--- src/rtl/simd_avg_pkg.sv ---
package simd_avg_pkg;

  localparam int VEC_W   = 128;
  localparam int SEG_W   = 8;
  localparam int IDX_W   = 5;
  localparam int NUM_SZ  = 4;
  localparam int SUB_W   = 5;
  localparam int INSN_W  = 32;
  localparam int MAJ_W   = INSN_W - SUB_W - 3 * IDX_W;
  localparam logic [MAJ_W-1:0] AVG_MAJOR = 12'b0111_0000_0110;

  typedef enum logic [1:0] {
    LS_8  = 2'd0,
    LS_16 = 2'd1,
    LS_32 = 2'd2,
    LS_64 = 2'd3
  } lane_sz_e;

  typedef struct packed {
    logic             legal;
    logic             rnd;
    logic             uns;
    lane_sz_e         sz;
    logic [IDX_W-1:0] rb;
    logic [IDX_W-1:0] ra;
    logic [IDX_W-1:0] rd;
  } avg_op_t;

endpackage

--- src/rtl/simd_avg_decode.sv ---
module simd_avg_decode
  import simd_avg_pkg::*;
(
  input  logic [INSN_W-1:0] insn,
  output avg_op_t           op
);

  localparam int SUB_LSB = 3 * IDX_W;
  localparam int MAJ_LSB = SUB_LSB + SUB_W;

  logic [SUB_W-1:0] sub;
  logic [MAJ_W-1:0] major;

  always_comb begin
    sub      = insn[SUB_LSB +: SUB_W];
    major    = insn[MAJ_LSB +: MAJ_W];
    // group field: 01 floor, 10 round; 00 and 11 are not averaging ops
    op.legal = (major == AVG_MAJOR) && (sub[4] ^ sub[3]);
    op.rnd   = sub[4];
    op.uns   = sub[2];
    op.sz    = lane_sz_e'(sub[1:0]);
    op.rb    = insn[2*IDX_W +: IDX_W];
    op.ra    = insn[IDX_W +: IDX_W];
    op.rd    = insn[0 +: IDX_W];
  end

endmodule

--- src/rtl/simd_avg_halve.sv ---
module simd_avg_halve
  import simd_avg_pkg::*;
#(
  parameter int VW  = VEC_W,
  parameter int SW  = SEG_W,
  parameter int NSZ = NUM_SZ
) (
  input  logic [VW-1:0]       a,
  input  logic [VW-1:0]       b,
  input  lane_sz_e            sz,
  input  logic                uns,
  input  logic                rnd,
  output logic [VW-1:0]       ha,
  output logic [VW-1:0]       hb,
  output logic [VW/SW-1:0]    seg_cin,
  output logic [VW/SW-1:0]    seg_start
);

  localparam int NSEG = VW / SW;

  logic [NSZ-1:0][VW-1:0]   ha_all;
  logic [NSZ-1:0][VW-1:0]   hb_all;
  logic [NSZ-1:0][NSEG-1:0] cin_all;
  logic [NSZ-1:0][NSEG-1:0] start_all;

  for (genvar s = 0; s < NSZ; s++) begin : g_sz
    localparam int LW = SW << s;
    localparam int NL = VW / LW;

    // per-lane halving: logical or arithmetic shift right by one
    for (genvar l = 0; l < NL; l++) begin : g_lane
      assign ha_all[s][l*LW +: LW] = {~uns & a[l*LW+LW-1], a[l*LW+1 +: LW-1]};
      assign hb_all[s][l*LW +: LW] = {~uns & b[l*LW+LW-1], b[l*LW+1 +: LW-1]};
    end

    // segments that open a lane take the correction bit as carry-in
    for (genvar g = 0; g < NSEG; g++) begin : g_seg
      localparam bit IS_START = ((g * SW) % LW) == 0;
      assign start_all[s][g] = IS_START;
      if (IS_START) begin : g_open
        assign cin_all[s][g] = rnd ? (a[g*SW] | b[g*SW]) : (a[g*SW] & b[g*SW]);
      end else begin : g_inner
        assign cin_all[s][g] = 1'b0;
      end
    end
  end

  assign ha        = ha_all[sz];
  assign hb        = hb_all[sz];
  assign seg_cin   = cin_all[sz];
  assign seg_start = start_all[sz];

endmodule

--- src/rtl/simd_avg_seg_add.sv ---
module simd_avg_seg_add
  import simd_avg_pkg::*;
#(
  parameter int VW = VEC_W,
  parameter int SW = SEG_W
) (
  input  logic [VW-1:0]    ha,
  input  logic [VW-1:0]    hb,
  input  logic [VW/SW-1:0] seg_cin,
  input  logic [VW/SW-1:0] seg_start,
  output logic [VW-1:0]    sum
);

  localparam int NSEG = VW / SW;

  logic [NSEG-2:0] carry;
  logic [NSEG-1:0] ci;

  for (genvar g = 0; g < NSEG; g++) begin : g_seg
    if (g == 0) begin : g_first
      assign ci[g] = seg_start[g] ? seg_cin[g] : 1'b0;
    end else begin : g_rest
      assign ci[g] = seg_start[g] ? seg_cin[g] : carry[g-1];
    end

    if (g < NSEG - 1) begin : g_chain
      assign {carry[g], sum[g*SW +: SW]} =
        {1'b0, ha[g*SW +: SW]} + {1'b0, hb[g*SW +: SW]} + {{SW{1'b0}}, ci[g]};
    end else begin : g_top
      assign sum[g*SW +: SW] =
        ha[g*SW +: SW] + hb[g*SW +: SW] + {{(SW-1){1'b0}}, ci[g]};
    end
  end

endmodule

--- src/rtl/simd_avg_out_reg.sv ---
module simd_avg_out_reg
  import simd_avg_pkg::*;
#(
  parameter int VW = VEC_W,
  parameter int IW = IDX_W
) (
  input  logic          clk,
  input  logic          rst_n,
  input  logic          in_valid,
  output logic          in_ready,
  input  logic          legal,
  input  logic [VW-1:0] sum,
  input  logic [IW-1:0] rd,
  input  logic [IW-1:0] ra,
  input  logic [IW-1:0] rb,
  input  logic          out_ready,
  output logic          out_valid,
  output logic [VW-1:0] out_data,
  output logic [IW-1:0] out_dst,
  output logic [IW-1:0] out_srca,
  output logic [IW-1:0] out_srcb,
  output logic          out_err
);

  logic          vld_q, vld_d;
  logic          err_q, err_d;
  logic          acc, ld_en;
  logic [VW-1:0] data_q, data_d;
  logic [IW-1:0] rd_q, rd_d, ra_q, ra_d, rb_q, rb_d;

  always_comb begin
    in_ready = !vld_q || out_ready;
    acc      = in_valid && in_ready;
    ld_en    = acc && legal;
    vld_d    = acc ? legal : (vld_q && !out_ready);
    err_d    = acc && !legal;
    data_d   = ld_en ? sum : data_q;
    rd_d     = ld_en ? rd  : rd_q;
    ra_d     = ld_en ? ra  : ra_q;
    rb_d     = ld_en ? rb  : rb_q;
  end

  always_ff @(posedge clk or negedge rst_n) begin
    if (!rst_n) begin
      vld_q  <= 1'b0;
      err_q  <= 1'b0;
      data_q <= '0;
      rd_q   <= '0;
      ra_q   <= '0;
      rb_q   <= '0;
    end else begin
      vld_q  <= vld_d;
      err_q  <= err_d;
      data_q <= data_d;
      rd_q   <= rd_d;
      ra_q   <= ra_d;
      rb_q   <= rb_d;
    end
  end

  assign out_valid = vld_q;
  assign out_err   = err_q;
  assign out_data  = data_q;
  assign out_dst   = rd_q;
  assign out_srca  = ra_q;
  assign out_srcb  = rb_q;

endmodule

--- src/rtl/simd_avg_unit.sv ---
module simd_avg_unit
  import simd_avg_pkg::*;
(
  input  logic              clk,
  input  logic              rst_n,
  input  logic              in_valid,
  output logic              in_ready,
  input  logic [INSN_W-1:0] in_insn,
  input  logic [VEC_W-1:0]  in_opa,
  input  logic [VEC_W-1:0]  in_opb,
  input  logic              out_ready,
  output logic              out_valid,
  output logic [VEC_W-1:0]  out_data,
  output logic [IDX_W-1:0]  out_dst,
  output logic [IDX_W-1:0]  out_srca,
  output logic [IDX_W-1:0]  out_srcb,
  output logic              out_err
);

  localparam int NSEG = VEC_W / SEG_W;

  // reset: asserted at once, released on a clock edge
  logic rst_meta_n, rst_q_n;

  always_ff @(posedge clk or negedge rst_n) begin
    if (!rst_n) begin
      rst_meta_n <= 1'b0;
      rst_q_n    <= 1'b0;
    end else begin
      rst_meta_n <= 1'b1;
      rst_q_n    <= rst_meta_n;
    end
  end

  avg_op_t          op;
  logic [VEC_W-1:0] ha, hb, sum;
  logic [NSEG-1:0]  seg_cin, seg_start;

  simd_avg_decode u_dec (
    .insn (in_insn),
    .op   (op)
  );

  simd_avg_halve #(.VW(VEC_W), .SW(SEG_W), .NSZ(NUM_SZ)) u_halve (
    .a         (in_opa),
    .b         (in_opb),
    .sz        (op.sz),
    .uns       (op.uns),
    .rnd       (op.rnd),
    .ha        (ha),
    .hb        (hb),
    .seg_cin   (seg_cin),
    .seg_start (seg_start)
  );

  simd_avg_seg_add #(.VW(VEC_W), .SW(SEG_W)) u_add (
    .ha        (ha),
    .hb        (hb),
    .seg_cin   (seg_cin),
    .seg_start (seg_start),
    .sum       (sum)
  );

  simd_avg_out_reg #(.VW(VEC_W), .IW(IDX_W)) u_out (
    .clk       (clk),
    .rst_n     (rst_q_n),
    .in_valid  (in_valid),
    .in_ready  (in_ready),
    .legal     (op.legal),
    .sum       (sum),
    .rd        (op.rd),
    .ra        (op.ra),
    .rb        (op.rb),
    .out_ready (out_ready),
    .out_valid (out_valid),
    .out_data  (out_data),
    .out_dst   (out_dst),
    .out_srca  (out_srca),
    .out_srcb  (out_srcb),
    .out_err   (out_err)
  );

endmodule

--- config.mk ---
export PLATFORM = sky130hd
export DESIGN_NAME = simd_avg_unit
export DESIGN_NICKNAME = d
export VERILOG_FILES = /design/src/rtl/simd_avg_pkg.sv /design/src/rtl/simd_avg_decode.sv /design/src/rtl/simd_avg_halve.sv /design/src/rtl/simd_avg_seg_add.sv /design/src/rtl/simd_avg_out_reg.sv /design/src/rtl/simd_avg_unit.sv
export SDC_FILE = /design/constraint.sdc
export NUM_CORES = 1
export LEC_CHECK = 0
export BUFFER_PORTS_ARGS = -buffer_cell sky130_fd_sc_hd__buf_2
export CORE_AREA = 2 2 169 171
export DETAILED_ROUTE_END_ITERATION = 10
export DIE_AREA = 0 0 171 173
export PLACE_DENSITY = 0.76
export SLEW_MARGIN = 20
export SYNTH_ARGS = -nofsm -noshare
export SYNTH_HDL_FRONTEND = slang
export SYNTH_SLANG_ARGS = --single-unit
--- constraint.sdc ---
create_clock -name clk -period 11.9 [get_ports clk]
set_clock_uncertainty 0.2 [all_clocks]
set_input_delay 2.38 -clock clk [delete_from_list [all_inputs] [get_ports clk]]
set_output_delay 2.38 -clock clk [all_outputs]
set_load 0.01 [all_outputs]
---- Word level (Yosys, flattened, before mapping) ----
Cells that the tools add are included.
word-level totals
  register bits ........................... 147
  output and inout bits ................... 146
  logic and storage cells ................. 158
operators by class
  $add $sub $neg .......................... 32
  order comparisons ....................... 1
  equal/unequal tests ..................... 1
  multiplexer cells ....................... 41
  bitwise logic cells ..................... 66
  reductions and logical operators ........ 9
operators with widths
  kind                                                                           number
  128-bit binary-select mux with 2-bit select                                    2
  128-bit 2-to-1 mux                                                             2
  8-bit by 8-bit adder with 9-bit output                                         15
  9-bit by 1-bit adder with 9-bit output                                         15
  16-bit binary-select mux with 2-bit select                                     2
  1-bit AND                                                                      48
  1-bit 2-to-1 mux                                                               33
  16-bit 2-to-1 mux                                                              2
  1-bit OR                                                                       16
  12-bit by 11-bit == test with 1-bit output (second input constant)             1
  8-bit by 1-bit adder with 8-bit output                                         1
  8-bit adder                                                                    1
  1-bit logical AND                                                              5
  1-bit logical NOT                                                              3
  2-bit by 3-bit less-than comparator with 1-bit output (second input constant)  1
  1-bit logical OR                                                               1
  1-bit inverter                                                                 1
  1-bit bitwise XOR                                                              1

---- Logic depth before layout (Yosys ltp) ----
  word-level depth ........................ 36
  mapped depth ............................ 60
  depth with buffers taken out ............ 58

---- Modules after synthesis ----
From an unflattened synthesis, not the netlist that was laid out.
unflattened totals
  cell total of the unflattened synthesis .. 1307
  area, all modules ....................... 13497.9 µm²
by module, submodules not included
  module            instances  cells an instance  area an instance (µm²)  seq. area each (µm²)
  simd_avg_out_reg  1          309                5753.0                  3628.5
  simd_avg_seg_add  1          594                4885.9                  0.0
  simd_avg_halve    1          377                2610.0                  0.0
  simd_avg_decode   1          24                 195.2                   0.0
  simd_avg_unit     1          3                  53.8                    50.0

---- Worst setup path after synthesis ----
OpenSTA, ideal clock, no wires.
  path type ............................... input -> register
  start point ............................. input port in_insn[19]
  end point ............................... register u_out.data_q[126] (netlist: u_out.out_data[126])
  library setup time ...................... 0.133 ns
  arrival ................................. 14.981 ns
  required time ........................... 11.567 ns
  setup slack ............................. -3.414 ns
  cell stages on the path ................. 59
  buffers on the path ..................... 2
  cells stage by stage .................... buf_4 > clkbuf_1 > maj3_1 > fa_1 > fa_1 > a211o_1 > nand2_1 > a21oi_1 > o21ai_0 > a21oi_1 > fa_1 > fa_1 > a211o_1 > nand2_1 > a21oi_1 > o21ai_0 > a31oi_1 > fa_1 > [23 not listed] > nand2_1 > a21oi_1 > o21ai_0 > a31oi_1 > fa_1 > fa_1 > a211o_1 > nand2_1 > a21oi_1 > o21ai_0 > a21oi_1 > fa_1 > fa_1 > a211oi_1 > o21bai_1 > a21oi_1 > xor2_1 > o21ai_0
on the way
  cells in the longest elaborated chain, start to end .. 35
  elaborated cells between the ends (all ways) .. 53
  classes of those cells .................. add/sub (16); mux (34); bitwise (1); reduce/logical (2)
RTL lines
  element                                     line                    text
  start, declared                             simd_avg_unit.sv:8      input logic [INSN_W-1:0] in_insn,
  1-bit 2-to-1 mux                            simd_avg_halve.sv:41    assign cin_all[s][g] = rnd ? (a[g*SW] | b[g*SW]) : (a[g*SW] & b[g*SW]);
  16-bit binary-select mux with 2-bit select  simd_avg_halve.sv:50    assign seg_cin = cin_all[sz];
  16-bit 2-to-1 mux (not written as such)     simd_avg_halve.sv:50
  1-bit 2-to-1 mux                            simd_avg_seg_add.sv:21  assign ci[g] = seg_start[g] ? seg_cin[g] : 1'b0;
  9-bit by 1-bit adder with 9-bit output      simd_avg_seg_add.sv:28  {1'b0, ha[g*SW +: SW]} + {1'b0, hb[g*SW +: SW]} + {{SW{1'b0}}, ci[g]};
  1-bit 2-to-1 mux                            simd_avg_seg_add.sv:23  assign ci[g] = seg_start[g] ? seg_cin[g] : carry[g-1];
  9-bit by 1-bit adder with 9-bit output      simd_avg_seg_add.sv:28
  1-bit 2-to-1 mux                            simd_avg_seg_add.sv:23
  [19 not listed]                             n/a
  1-bit 2-to-1 mux                            simd_avg_seg_add.sv:23
  9-bit by 1-bit adder with 9-bit output      simd_avg_seg_add.sv:28
  1-bit 2-to-1 mux                            simd_avg_seg_add.sv:23
  9-bit by 1-bit adder with 9-bit output      simd_avg_seg_add.sv:28
  1-bit 2-to-1 mux                            simd_avg_seg_add.sv:23
  9-bit by 1-bit adder with 9-bit output      simd_avg_seg_add.sv:28
  1-bit 2-to-1 mux                            simd_avg_seg_add.sv:23
  8-bit by 1-bit adder with 8-bit output      simd_avg_seg_add.sv:31  ha[g*SW +: SW] + hb[g*SW +: SW] + {{(SW-1){1'b0}}, ci[g]};
  end signal, assigned                        simd_avg_out_reg.sv:54  data_q <= data_d;
  end, declared                               simd_avg_out_reg.sv:28  logic [VW-1:0] data_q, data_d;
Parallel ways exist; a longest one is shown, timed or not. The select of a mux whose other input is x is not followed.
A chain may end at the register's enable or synchronous reset.

---- Worst setup path in the final report ----
Same ends and word-level chain as after synthesis.

==> impl_metrics.yaml <==
run_status:
  status: "finished, violations left"
  failed_checks: "negative setup slack"
timing:
  fmax_mhz: 70.4
  hold_viol: 0
  worst_slew_pin_slew_ns: 0.938
  layout_min_cycle_time_ns: 14.21
  slew_headroom_pct: 37.5
  finalMaxSlewViolations: 0
  whs_ns: 0.164
  rsz0062_at_grt: "true"
  min_period_over_period_pct: 119
  finalSetupViolCount: 31
  fin_ws_ns: -2.31
global_route:
  grt_overflow: 0
  grt_pass1_wl_mm: 61.0
  antenna_found_initial: 11
  gr-usage-all-layers_pct: 26.5
  grt_max_degree: 112
  grt_pass1_vias: 11600
clock_network:
  cts_tree: "built"
  clkLatencyLatePin_ns: 0.43
  cts_max_level: 4
  cts_buffer_depth: 2
  numCtsBuffers: 17
  cts-root-buf: "clkbuf_16"
  cts.sink_count: 147
  clk_pin_slew_ns: 0.07
power_and_ir_drop:
  p_leak_nw: 8.37
  powerDensity_mw_per_mm2: 101
  finalPower_mw: 1.59
  ir_drop_v: 0.0000812
worst_setup_path:
  worstSetupStartpointType: "input pin"
  r2r_start: "u_out.out_valid"
  slowest_delay_ns: 0.41
  slowest_stage: "fa_2"
  r2r_end: "u_out.out_data[116]"
  cp_common_cell: "fa_2"
  r2r_setup_slack_ns: 9.35
  crit_required_ns: 11.98
  worst-path-max-fanout: 3
  critPathKind: "in2reg"
  ff2ff_path_depth: 6
  cp.arrival_ns: 14.30
  end_kind: "flop"
cells_and_area:
  drive_gt1_share_pct: 39.9
  multiInputGateArea_mm2: 0.00747
  final_nets: 2244
  nFillCells: 2471
  regArea_mm2: 0.00368
  area_growth_pct: 43.2
placed_design:
  dp_hpwl_mm: 31.4
  gp_congestion: 0.949
  numPortBuffers: 437
  pre_cts_ws_ns: -2.85
synth:
  synth_edf_count: 0
  avgSynthCellArea_um2: 8.75
  synth_nets: 1689
  synth-main-ff-cell: "dfrtp_1"
  synth_area_mm2: 0.0110
  ys_types: 41
  synth_cells: 1255
  ys_ff_latch: 147
  ys.warnings.count: 0
  synth-async-reset-ratio_pct: 100
  yosysSeqAreaShare_pct: 33.5
detailed_routing:
  via_count: 11500
  wire_per_inst_um: 18.1
  drc: 0
  via_per_inst: 5.19
  first_pass_iters: 4
  detail-route-antenna-nets: 0
  routed_wl_mm: 39.9
  drt_iter0_drc: 587
die:
  fp.dieH_um: 173
  core_area_mm2: 0.0276
  rows: 61
  ios: 438
  chipWidth_um: 171
  start_util_pct: 39.7
  design.die.area_mm2: 0.0296
hold_path:
  hold-path-endpoint: "rst_q_n"
  hold_start: "rst_meta_n"
  hold_class: "reg2reg"
  whs_path_depth: 0
run:
  maxCapViolCount: 0
-- stage by stage --
stage	std cells	area, um^2	setup TNS, ns	utilization, %
final	2209	15700	-41.16	56.9
after global routing	2207	15700	-54.50	56.9
after CTS	2189	15500	-38.68	55.9
after detailed placement	2133	14400	-57.31	52.3
after global placement	2133	14400	-49.42	52.3
after floorplan	1255	11200	-36.64	-
-- where the power goes --
part           switching (mW)  internal (mW)
clock                   0.241          0.361
sequential            0.00117          0.502
combinational           0.243          0.246
total                   0.485           1.11
-- routing by layer --
metal | part of all wire, % | global-route usage, % | wire [um]
met5 | 0.12 | 0 | 46
met4 | 3.3 | 11.0 | 1330
met3 | 7.0 | 7.05 | 2780
met2 | 49 | 46.0 | 19600
met1 | 40 | 30.5 | 16100
-- area by class of cell --
cell class | instances | share of cell area (%)
inverters | 22 | 0.525
diodes | 8 | 0.127
well taps | 378 | 3.01
clock inverters | 13 | 1.23
clock buffers | 19 | 2.82
multi-input cells | 1042 | 47.5
flip-flops and latches | 147 | 23.4
repair buffers | 580 | 21.4
-- cell usage after synthesis (2+ instances only) --
master / n / area share (%)
buf_2: 13 / 0.59
nor4b_1: 2 / 0.16
maj3_1: 16 / 1.5
a211oi_1: 34 / 2.3
inv_1: 22 / 0.75
o21ai_0: 142 / 6.5
a31oi_1: 4 / 0.23
nor2_1: 72 / 2.5
o31ai_1: 2 / 0.14
xnor2_1: 32 / 2.6
o22ai_1: 14 / 0.80
ha_1: 110 / 13
dfrtp_1: 147 / 33
o21a_1: 44 / 3.0
clkbuf_1: 26 / 0.89
a21o_1: 31 / 2.1
nand2_1: 279 / 9.5
a211o_1: 15 / 1.2
or3_1: 15 / 0.85
a22o_1: 21 / 1.7
o21bai_1: 17 / 1.2
nand3b_1: 20 / 1.4
nand2b_1: 18 / 1.0
nand3_1: 2 / 0.091
a21oi_1: 72 / 3.3
fa_1: 32 / 5.8
buf_6: 3 / 0.31
xor2_1: 36 / 2.9
nand4_1: 2 / 0.11
-- worst max-delay path, delay by kind of cell --
family	cells	cell delay, ns
compound gates	32	4.77
xor+xnor	1	0.19
fa+ha+maj	17	6.11
buf+inv	2	0.22
simple gates	7	0.62
-- placed cells by master (no fill, tap or decap), types with 18 or more instances in the layout --
cell type	count
o21ai_0	107
a211oi_1	25
nand2_1	261
a21o_1	31
inv_1	21
xnor2_1	28
dfrtp_1	146
a21oi_1	43
nand2_2	18
nand3b_1	20
fa_2	32
xor2_1	36
o21a_1	44
o21ai_1	31
ha_1	110
buf_2	436
a21oi_2	26
buf_4	131
nor2_1	70
a22o_1	21
-- sequential cells by signal (all words and copies together), names as in the netlist --
name,count
rst_meta_n,1
rst_q_n,1
u_out.out_data,128
u_out.out_dst,5
u_out.out_err,1
u_out.out_srca,5
u_out.out_srcb,5
u_out.out_valid,1
-- logic make-up after synthesis --
kind of cell	after synthesis	synth area share, %
and+or+nand+nor	416	16.0
AOI/OAI and AO/OA	399	22.6
adders and majority gates	158	19.8
DFF	147	33.5
xor gates and xnor gates	68	5.42
buffers and inverters	66	2.64
other	1	0.0341
-- worst max-delay path by stage --
stage	start	endpoint	slack, ns	depth (start not counted)
2_1_floorplan	in_insn[19]	u_out.out_data[126]	-2.29	59
3_3_place_gp	in_insn[19]	u_out.out_data[126]	-2.60	58
3_5_place_dp	in_insn[19]	u_out.out_data[62]	-2.85	60
4_1_cts	in_insn[19]	u_out.out_data[126]	-2.23	59
5_1_grt	in_insn[19]	u_out.out_data[126]	-2.83	59
6_report	in_insn[19]	u_out.out_data[126]	-2.31	59
-- repair_timing --
| action | CTS | global route |
|---|---|---|
| endpoints found under the hold margin | 15 | 0 |
| buffers inserted | 23 | 12 |
| cloned | 0 | 0 |
| setup endpoints to repair | 32 | 33 |
| resized for setup | 52 | 38 |
| pin swaps | 46 | 42 |
| hold buffers | 1 | 0 |
(Power assumes the default switching activity.)
